--- src/rtl/mbs_pkg.sv ---
package mbs_pkg;

  typedef enum logic [2:0] {
    ST_TI = 3'd0,
    ST_T1 = 3'd1,
    ST_T2 = 3'd2,
    ST_T3 = 3'd3,
    ST_TW = 3'd4,
    ST_T4 = 3'd5
  } bus_state_e;

  typedef struct packed {
    logic io;
    logic wr;
  } cyc_kind_t;

  localparam int STAT_W = 2;

  // Next phase of the bus machine
  function automatic bus_state_e step_state(bus_state_e cur, logic take,
                                            logic wait_pend, logic rdy);
    bus_state_e nx;
    case (cur)
      ST_TI:   nx = take ? ST_T1 : ST_TI;
      ST_T1:   nx = ST_T2;
      ST_T2:   nx = ST_T3;
      ST_T3:   nx = wait_pend ? ST_TW : ST_T4;
      ST_TW:   nx = rdy ? ST_T4 : ST_TW;
      ST_T4:   nx = take ? ST_T1 : ST_TI;
      default: nx = ST_TI;
    endcase
    return nx;
  endfunction

  function automatic logic can_accept(bus_state_e s);
    return (s == ST_TI) || (s == ST_T4);
  endfunction

  // Phases in which the command strobe is active
  function automatic logic strobe_phase(bus_state_e s);
    return (s == ST_T2) || (s == ST_T3) || (s == ST_TW);
  endfunction

  // Status word: bit0 = write, bit1 = io
  function automatic logic [STAT_W-1:0] status_bits(cyc_kind_t k);
    return {k.io, k.wr};
  endfunction

endpackage

--- src/rtl/mbs_fsm.sv ---
module mbs_fsm
  import mbs_pkg::*;
(
  input  logic       clk,
  input  logic       rst_n,
  input  logic       req_valid,
  input  logic       wait_pend,
  input  logic       ready_in,
  output bus_state_e state,
  output logic       accept,
  output logic       enter_t4
);

  bus_state_e nxt;

  always_comb nxt = step_state(state, req_valid, wait_pend, ready_in);

  assign accept   = req_valid && can_accept(state);
  assign enter_t4 = (nxt == ST_T4);

  always_ff @(posedge clk or negedge rst_n) begin
    if (!rst_n) state <= ST_TI;
    else        state <= nxt;
  end

endmodule

--- src/rtl/mbs_wait_ctl.sv ---
module mbs_wait_ctl
  import mbs_pkg::*;
(
  input  logic       clk,
  input  logic       rst_n,
  input  bus_state_e state,
  input  logic       ready_in,
  output logic       wait_pend
);

  // Ready is captured on the edge that closes T2; it decides T3 -> Tw
  always_ff @(posedge clk or negedge rst_n) begin
    if (!rst_n)                wait_pend <= 1'b0;
    else if (state == ST_T2)   wait_pend <= !ready_in;
    else if (state == ST_T4)   wait_pend <= 1'b0;
  end

endmodule

--- src/rtl/mbs_cyc_reg.sv ---
module mbs_cyc_reg
  import mbs_pkg::*;
#(
  parameter int ADDR_W = 20,
  parameter int AD_W   = 8
) (
  input  logic              clk,
  input  logic              rst_n,
  input  logic              accept,
  input  logic              req_write,
  input  logic              req_io,
  input  logic [ADDR_W-1:0] req_addr,
  input  logic [AD_W-1:0]   req_wdata,
  input  logic              enter_t4,
  input  logic [AD_W-1:0]   ad_in,
  output cyc_kind_t         cyc_kind,
  output logic [ADDR_W-1:0] cyc_addr,
  output logic [AD_W-1:0]   cyc_wdata,
  output logic              have_prev,
  output logic [AD_W-1:0]   rdata
);

  always_ff @(posedge clk or negedge rst_n) begin
    if (!rst_n) begin
      cyc_kind  <= '0;
      cyc_addr  <= '0;
      cyc_wdata <= '0;
      have_prev <= 1'b0;
    end else if (accept) begin
      cyc_kind  <= '{io: req_io, wr: req_write};
      cyc_addr  <= req_addr;
      cyc_wdata <= req_wdata;
      have_prev <= 1'b1;
    end
  end

  always_ff @(posedge clk or negedge rst_n) begin
    if (!rst_n)                        rdata <= '0;
    else if (enter_t4 && !cyc_kind.wr) rdata <= ad_in;
  end

endmodule

--- src/rtl/mbs_bus_drv.sv ---
module mbs_bus_drv
  import mbs_pkg::*;
#(
  parameter int ADDR_W = 20,
  parameter int AD_W   = 8
) (
  input  bus_state_e              state,
  input  cyc_kind_t               cyc_kind,
  input  logic [ADDR_W-1:0]       cyc_addr,
  input  logic [AD_W-1:0]         cyc_wdata,
  input  logic                    have_prev,
  input  logic [AD_W-1:0]         rdata,
  output logic                    ale,
  output logic                    rd_n,
  output logic                    wr_n,
  output logic                    io_sel,
  output logic [AD_W-1:0]         ad_out,
  output logic                    ad_oe,
  output logic [ADDR_W-AD_W-1:0]  ah_out,
  output logic                    ah_oe,
  output logic                    rsp_valid,
  output logic [AD_W-1:0]         rsp_rdata
);

  localparam int UP_W = ADDR_W - AD_W;

  logic [UP_W-1:0] stat_word;
  logic [AD_W-1:0] data_word;

  assign stat_word = {{(UP_W-STAT_W){1'b0}}, status_bits(cyc_kind)};
  assign data_word = cyc_kind.wr ? cyc_wdata : '0;

  always_comb begin
    ale    = 1'b0;
    rd_n   = 1'b1;
    wr_n   = 1'b1;
    ad_out = data_word;
    ad_oe  = cyc_kind.wr;
    ah_out = stat_word;
    ah_oe  = 1'b1;
    case (state)
      ST_TI: begin
        ad_oe = have_prev && cyc_kind.wr;
        ah_oe = have_prev;
      end
      ST_T1: begin
        ale    = 1'b1;
        ad_out = cyc_addr[AD_W-1:0];
        ad_oe  = 1'b1;
        ah_out = cyc_addr[ADDR_W-1:AD_W];
      end
      default: begin
        if (strobe_phase(state)) begin
          rd_n = cyc_kind.wr;
          wr_n = !cyc_kind.wr;
        end
      end
    endcase
  end

  assign io_sel    = cyc_kind.io;
  assign rsp_valid = (state == ST_T4) && !cyc_kind.wr;
  assign rsp_rdata = rdata;

endmodule

--- src/rtl/mux_bus_seq.sv ---
module mux_bus_seq
  import mbs_pkg::*;
#(
  parameter int ADDR_W = 20,
  parameter int AD_W   = 8
) (
  input  logic                   clk,
  input  logic                   rst_n,
  input  logic                   req_valid,
  input  logic                   req_write,
  input  logic                   req_io,
  input  logic [ADDR_W-1:0]      req_addr,
  input  logic [AD_W-1:0]        req_wdata,
  output logic                   req_ready,
  output logic                   rsp_valid,
  output logic [AD_W-1:0]        rsp_rdata,
  input  logic                   ready_in,
  input  logic [AD_W-1:0]        ad_in,
  output logic [AD_W-1:0]        ad_out,
  output logic                   ad_oe,
  output logic [ADDR_W-AD_W-1:0] ah_out,
  output logic                   ah_oe,
  output logic                   ale,
  output logic                   rd_n,
  output logic                   wr_n,
  output logic                   io_sel
);

  // Named internal events, used by the bound checker
  bus_state_e        state;
  logic              accept;
  logic              enter_t4;
  logic              wait_pend;
  cyc_kind_t         cyc_kind;
  logic [ADDR_W-1:0] cyc_addr;
  logic [AD_W-1:0]   cyc_wdata;
  logic              have_prev;
  logic [AD_W-1:0]   rdata;
  logic              cyc_wr;

  assign req_ready = can_accept(state);
  assign cyc_wr    = cyc_kind.wr;

  mbs_fsm u_fsm (
    .clk, .rst_n, .req_valid, .wait_pend, .ready_in,
    .state, .accept, .enter_t4
  );

  mbs_wait_ctl u_wait (
    .clk, .rst_n, .state, .ready_in, .wait_pend
  );

  mbs_cyc_reg #(.ADDR_W(ADDR_W), .AD_W(AD_W)) u_cyc (
    .clk, .rst_n, .accept, .req_write, .req_io, .req_addr, .req_wdata,
    .enter_t4, .ad_in, .cyc_kind, .cyc_addr, .cyc_wdata, .have_prev, .rdata
  );

  mbs_bus_drv #(.ADDR_W(ADDR_W), .AD_W(AD_W)) u_drv (
    .state, .cyc_kind, .cyc_addr, .cyc_wdata, .have_prev, .rdata,
    .ale, .rd_n, .wr_n, .io_sel, .ad_out, .ad_oe, .ah_out, .ah_oe,
    .rsp_valid, .rsp_rdata
  );

endmodule

--- config.mk ---
export PLATFORM = sky130hd
export DESIGN_NAME = mux_bus_seq
export DESIGN_NICKNAME = d
export VERILOG_FILES = /design/src/rtl/mbs_pkg.sv /design/src/rtl/mbs_fsm.sv /design/src/rtl/mbs_wait_ctl.sv /design/src/rtl/mbs_cyc_reg.sv /design/src/rtl/mbs_bus_drv.sv /design/src/rtl/mux_bus_seq.sv
export SDC_FILE = /design/constraint.sdc
export NUM_CORES = 1
export LEC_CHECK = 0
export BUFFER_PORTS_ARGS = -buffer_cell sky130_fd_sc_hd__buf_2
export CAP_MARGIN = 15
export CORE_AREA = 2 2 69 71
export DETAILED_ROUTE_END_ITERATION = 8
export DIE_AREA = 0 0 71 73
export PLACE_DENSITY = 0.84
export SLEW_MARGIN = 20
export SYNTH_ARGS = -nofsm -noshare
export SYNTH_HDL_FRONTEND = slang
export SYNTH_SLANG_ARGS = --single-unit
--- constraint.sdc ---
create_clock -name clk -period 2.2 [get_ports clk]
set_input_delay 0.44 -clock clk [delete_from_list [all_inputs] [get_ports clk]]
set_output_delay 0.44 -clock clk [all_outputs]
set_load 0.05 [all_outputs]
* Word level (Yosys, flattened, before mapping)
Index checks and enable logic that the tools add are counted.
** Storage, ports and cells
- Flip-flop bits (word level) :: 43
- Logic and storage cells :: 43
** Cells by class
- Mux-type cells :: 16
- Reduce and logical (&&, ||, !) cells :: 13
- Equality and inequality tests :: 6
** Operators by type and width (count)
- two-way mux 8 bit :: 2
- case mux 3 bit (5 select lines) :: 1
- two-way mux 12 bit :: 1
- two-way mux 1 bit :: 11
- equality test 3 bit, second input constant :: 3
- equality test 3 x 2 -> 1 bit, second input constant :: 2
- logical AND 1 bit :: 4
- OR reduction 2 bit :: 2
- equality test 3 x 1 -> 1 bit, second input constant :: 1
- zero test 3 bit :: 1
- logical OR 1 bit :: 3
- zero test 1 bit :: 2
- case mux 1 bit (2 select lines) :: 1
- nonzero test 2 bit :: 1

* Depth between registers and ports, before layout
- Depth after elaboration :: 5
- Mapped depth :: 7

* Modules after synthesis
Synthesis repeated with hierarchy kept, for this count alone.
** Second synthesis, totals
- Cells, all modules :: 166
- Area, all modules :: 2119.5 µm²
** Modules (own cells, without submodules)
- mbs_cyc_reg :: cells each 83, area an instance 1480.2 µm², instances 1, sequential area each 975.9 µm²
- mbs_bus_drv :: cells each 57, area an instance 391.6 µm², instances 1, sequential area each 0.0 µm²
- mbs_fsm :: cells each 19, area an instance 176.4 µm², instances 1, sequential area each 75.1 µm²
- mbs_wait_ctl :: cells each 5, area an instance 58.8 µm², instances 1, sequential area each 25.0 µm²
- mux_bus_seq :: cells each 2, area an instance 12.5 µm², instances 1, sequential area each 0.0 µm²

* Least setup slack after synthesis
No wires, ideal clock.
- Path type :: reg-to-output
- From :: register u_fsm.state[0]
- To :: output port ad_out[0]
- Path slack :: -213 ps
- Arrival :: 1973 ps
- Buffers on the path :: 2
- Cell stages (with the launch flop) :: 7
- Cell sequence :: dfrtp_1 -> buf_4 -> nand2b_1 -> nor2_1 -> clkbuf_1 -> nand2_1 -> o21ai_0
** On the way
- Longest elaborated chain between the ends :: 2
** RTL lines
- start, declared :: RTL line mbs_fsm.sv:9 : output bus_state_e state,
- start signal, assigned :: RTL line mbs_fsm.sv:23 : else state <= nxt;
- equality test 3 x 1 -> 1 bit :: RTL line mbs_bus_drv.sv:41 : case (state)
- two-way mux 8 bit :: RTL line mbs_bus_drv.sv:41
- end, declared :: RTL line mux_bus_seq.sv:19 : output logic [AD_W-1:0] ad_out,
Every way passes these cells.

* Worst setup path after layout
- From :: register u_fsm.state[0]
- To :: output port ad_oe
** On the way
- Longest elaborated chain between the ends :: 2
** RTL lines
- equality test 3 x 1 -> 1 bit or zero test 3 bit (tied branches) :: RTL line mbs_bus_drv.sv:41
- case mux 1 bit (2 select lines) * :: RTL line mbs_bus_drv.sv:41
- end, declared :: RTL line mux_bus_seq.sv:20 : output logic ad_oe,
Every way passes the cells marked *; elsewhere a longest branch is shown, timed or not.

==> results.txt <==
* Outcome: completed
- Post-synthesis to final-layout area growth: 28.1%
* Type of the tightest min-delay check: input pin to asynchronous set/reset pin
- Flop and latch count out of synthesis: 43
* Detailed-route via count: 1471
- Maximum number of pins on one net before global-route repair: 18
- In this run the register-to-register setup slack is 0.32 ns.
- Setup repair after global routing left no endpoint under its margin.
* Setup violations, final: 0
* Share of the core filled with cells in the final layout: 59.6%
- Type of element launching the critical path: flip-flop
- Die Width: 71 um
- Of the available clock period, the critical path in the final layout requires 97.8%.
- Critical-path top delay cell: or4_2
- GR Layer Usage met1: 21.7%
- Counting buffers and inverters, the worst setup path is 3 cells deep.
- For this run, the number of Yosys warnings is 0.
* Actual slew at the worst max-slew pin: 0.570 ns
- Number of antenna violations at the first check in global routing: 0
- Number of maximum-capacitance constraint violations: 0
- The via count of the first global-routing pass is 1380.
- Total global routing track utilization: 16.8%
* Site row count: 25
- The initial utilization of the core area, before any placement, comes to 46.5%.
- For the worst flop-to-flop path, the logic depth is 6.
* Total nets after synthesis: 202
* Clk_lat worst skew: 0.29 ns
* Fmax: 0.465 GHz
- Total global routing overflow: 0
* Number of nets in the layout: 286
* Number of slew-limit violations in the final report: 0
- Crit path required time: 1.76 ns
* Highest net fanout along the worst path: 3
- The cell area that synthesis handed to floorplanning was 2110 um2.
* Max H-tree Level: 2
- Detailed router's first-iteration violation count: 42
* CTS buffer count: 5
* Reg2Reg Launch Point: u_fsm.state[0]
- In this run the worst setup path terminates at ad_oe.
- Sink Count: 43
- Synthesis handed over a netlist of 160 instances.
- Together, buffers and inverters on the worst path number 1.
- The first global-routing pass estimated 6600 um of wire.
* R2r endpoint: u_cyc.cyc_addr[18]
- Clock-pin slew was measured on the worst setup and hold paths at 0.08 ns.
* Final hold vios: 0
- Buffers placed on the I/O ports in this run total 77.
- Count of TritonRoute iterations in the first routing pass: 4
* Setup clock skew after layout: 0.00714 ns
- Critical setup path kind: flip-flop to primary output
- The synthesized netlist contains 29 unique library cells.
- Headroom to the max-slew limit came out at 62.0%.
- Routed wire length: 4250 um
- M3 GR Usage: 4.42%
- Post-Synthesis Mean Instance Area: 13.2 um2
- Proportion of synthesized chip area in sequential cells: 51.0%
- Critical Path Sink Type: primary output
* Avg Vias per Cell: 4.94
- The worst path in the final design needs a cycle of 2.15 ns, including I/O delays and setup.
- The wire-length estimate of the detail-placed layout is 2970 um.
* Crit path cell chain: or4_2, a21o_1, buf_6
- TritonCTS clock tree: yes
- CP Launch Point: u_fsm.state[0]
- Gate family responsible for the most delay along the worst path: simple AND/OR/NAND/NOR gates
* Final weighted congestion of routability-driven global placement: 0.883
* Antenna Nets Post-Route: 0
- Across all hold checks on the routed design, the worst slack comes to 0.00661 ns.
- The die covers 5180 um2.
- CTS max path bufs: 2
- Met2 Use GR: 27.1%
- Routed wirelength normalized by instance count: 14.2 um
- The repair_antennas step left the layout with diodes totalling 0.
* Core outline area: 4540 um2
- On the worst path, the slowest cell contributes a delay of 0.63 ns.
- Data arrives at the worst endpoint at 1.71 ns.
* Die Span Y: 73 um
* Layout cells sized above 1: 59.0%
* DR DRC count: 0
- CTS placed an instance of clkbuf_8 at the clock tree root.
- Pin placement for this block handled 78 I/O pins.
- Busiest layer in global routing: met2
per-stage QoR:
step / setup WS, ns / std cells / cell area [um2] / TNS (ns)
floorplan: -0.194 / 160 / 2110 / -1.55
global placement: 0.259 / 288 / 2520 / 0
detailed placement: 0.229 / 288 / 2520 / 0
CTS: 0.00152 / 295 / 2650 / 0
global route: 0.00332 / 298 / 2700 / 0
finish: 0.0482 / 298 / 2700 / 0
worst min path at each step:
stage                      from                end  slack (ns)  cells after the start
after floorplan           rst_n  u_cyc.cyc_addr[0]        0.14                      0
after global placement    rst_n     u_cyc.rdata[6]        0.33                      1
after detailed placement  rst_n     u_cyc.rdata[6]        0.33                      1
after CTS                 rst_n     u_cyc.rdata[2]       0.003                      1
after global routing      rst_n     u_cyc.rdata[2]        0.02                      1
final                     rst_n     u_cyc.rdata[6]       0.007                      1
synthesized netlist by cell type:
library cell,n,area (um2)
xor2_2,1,16.3
nand4bb_1,1,11.3
mux2_4,29,435
nor2_1,1,3.75
nor2b_1,1,6.26
nand3_1,1,5.00
nand3b_1,1,7.51
o21bai_1,1,7.51
or4_2,1,8.76
dfrtp_1,43,1080
buf_12,3,60.1
buf_4,2,15.0
nand2_1,20,75.1
and2_1,10,62.6
mux2_2,11,124
nor2_2,1,6.26
nand2b_1,2,12.5
a311oi_1,1,8.76
o31ai_1,1,7.51
clkbuf_1,4,15.0
o21ai_0,10,50.1
buf_6,2,22.5
and2_4,1,8.76
or2_2,1,6.26
nor3_1,1,5.00
o21ai_2,1,8.76
inv_1,3,11.3
a21oi_1,5,25.0
a21o_1,1,7.51
sequential cells by signal (all words and copies together), names as in the netlist:
register / flops
u_cyc.rdata: 8
u_cyc.have_prev: 1
u_cyc.cyc_kind: 2
u_fsm.state: 3
u_cyc.cyc_wdata: 8
u_wait.wait_pend: 1
u_cyc.cyc_addr: 20
per-layer routing:
metal / wire (um) / up-vias
met3: 300 / 6
met1: 1840 / 700
met2: 2050 / 54
met4: 59 / 0
met5: 0 / -
li1: - / 711
cells in the final DEF, fill, tap and decap left out:
master,netlist,routed
buf_12,3,2
nor2_2,1,1
nand2b_1,2,1
nand2_1,20,20
mux2_2,11,11
nand3b_1,1,1
buf_4,2,11
a21o_1,1,1
xor2_2,1,1
clkbuf_4,0,2
nand4bb_1,1,1
inv_1,3,3
dfrtp_1,43,42
dfrtp_2,0,1
nand2b_4,0,1
bufinv_16,0,1
mux2_4,29,29
or4_2,1,1
clkinvlp_4,0,1
a21oi_1,5,5
buf_6,2,2
nor3_1,1,1
and2_4,1,1
nor2b_1,1,1
nand3_1,1,1
or2_2,1,1
buf_2,0,71
nor2_4,0,1
and2_1,10,10
a311oi_1,1,1
o21ai_2,1,1
o21bai_1,1,1
o31ai_1,1,1
clkbuf_8,0,5
o21ai_0,10,10
worst register-to-register path: cells and delay by family, from the launching register on:
family / cells / cell delay [ns]
AND/OR/NAND/NOR: 2 / 0.46
XOR/XNOR: 1 / 0.15
multiplexers: 1 / 0.32
buffers and inverters: 2 / 0.40
flip-flops: 1 / 0.43
area by class of cell:
cell class	instances	area [um2]
Clock buffer	5	68.8
Clock inverter	2	37.5
Fill cell	373	1830
Inverter	3	11.3
Multi-Input combinational cell	103	925
Sequential cell	43	1080
Tap cell	54	67.6
Timing Repair Buffer	88	515
cells by family (layout without fill, tap and decap cells):
group | count (synthesis) | count (layout) | share of synthesized area [%]
xor gates and xnor gates | 1 | 1 | 0.771
muxes | 40 | 40 | 26.5
AOI/OAI and AO/OA | 20 | 20 | 5.46
DFF | 43 | 43 | 51.0
and+or+nand+nor | 42 | 42 | 10.4
buffers and inverters | 14 | 98 | 5.87
repair_timing:
item / CTS / global route
gates cloned: 0 / 0
pin swaps: 0 / 0
hold endpoints to repair: 0 / 0
resized for setup: 6 / 6
hold buffers: 0 / 0
buffers inserted: 0 / 3
endpoints found under the setup margin: 4 / 10
Power is left out: the tool's default activity adds up to more than one toggle a clock period on the data nets, which glitch-free logic cannot reach.
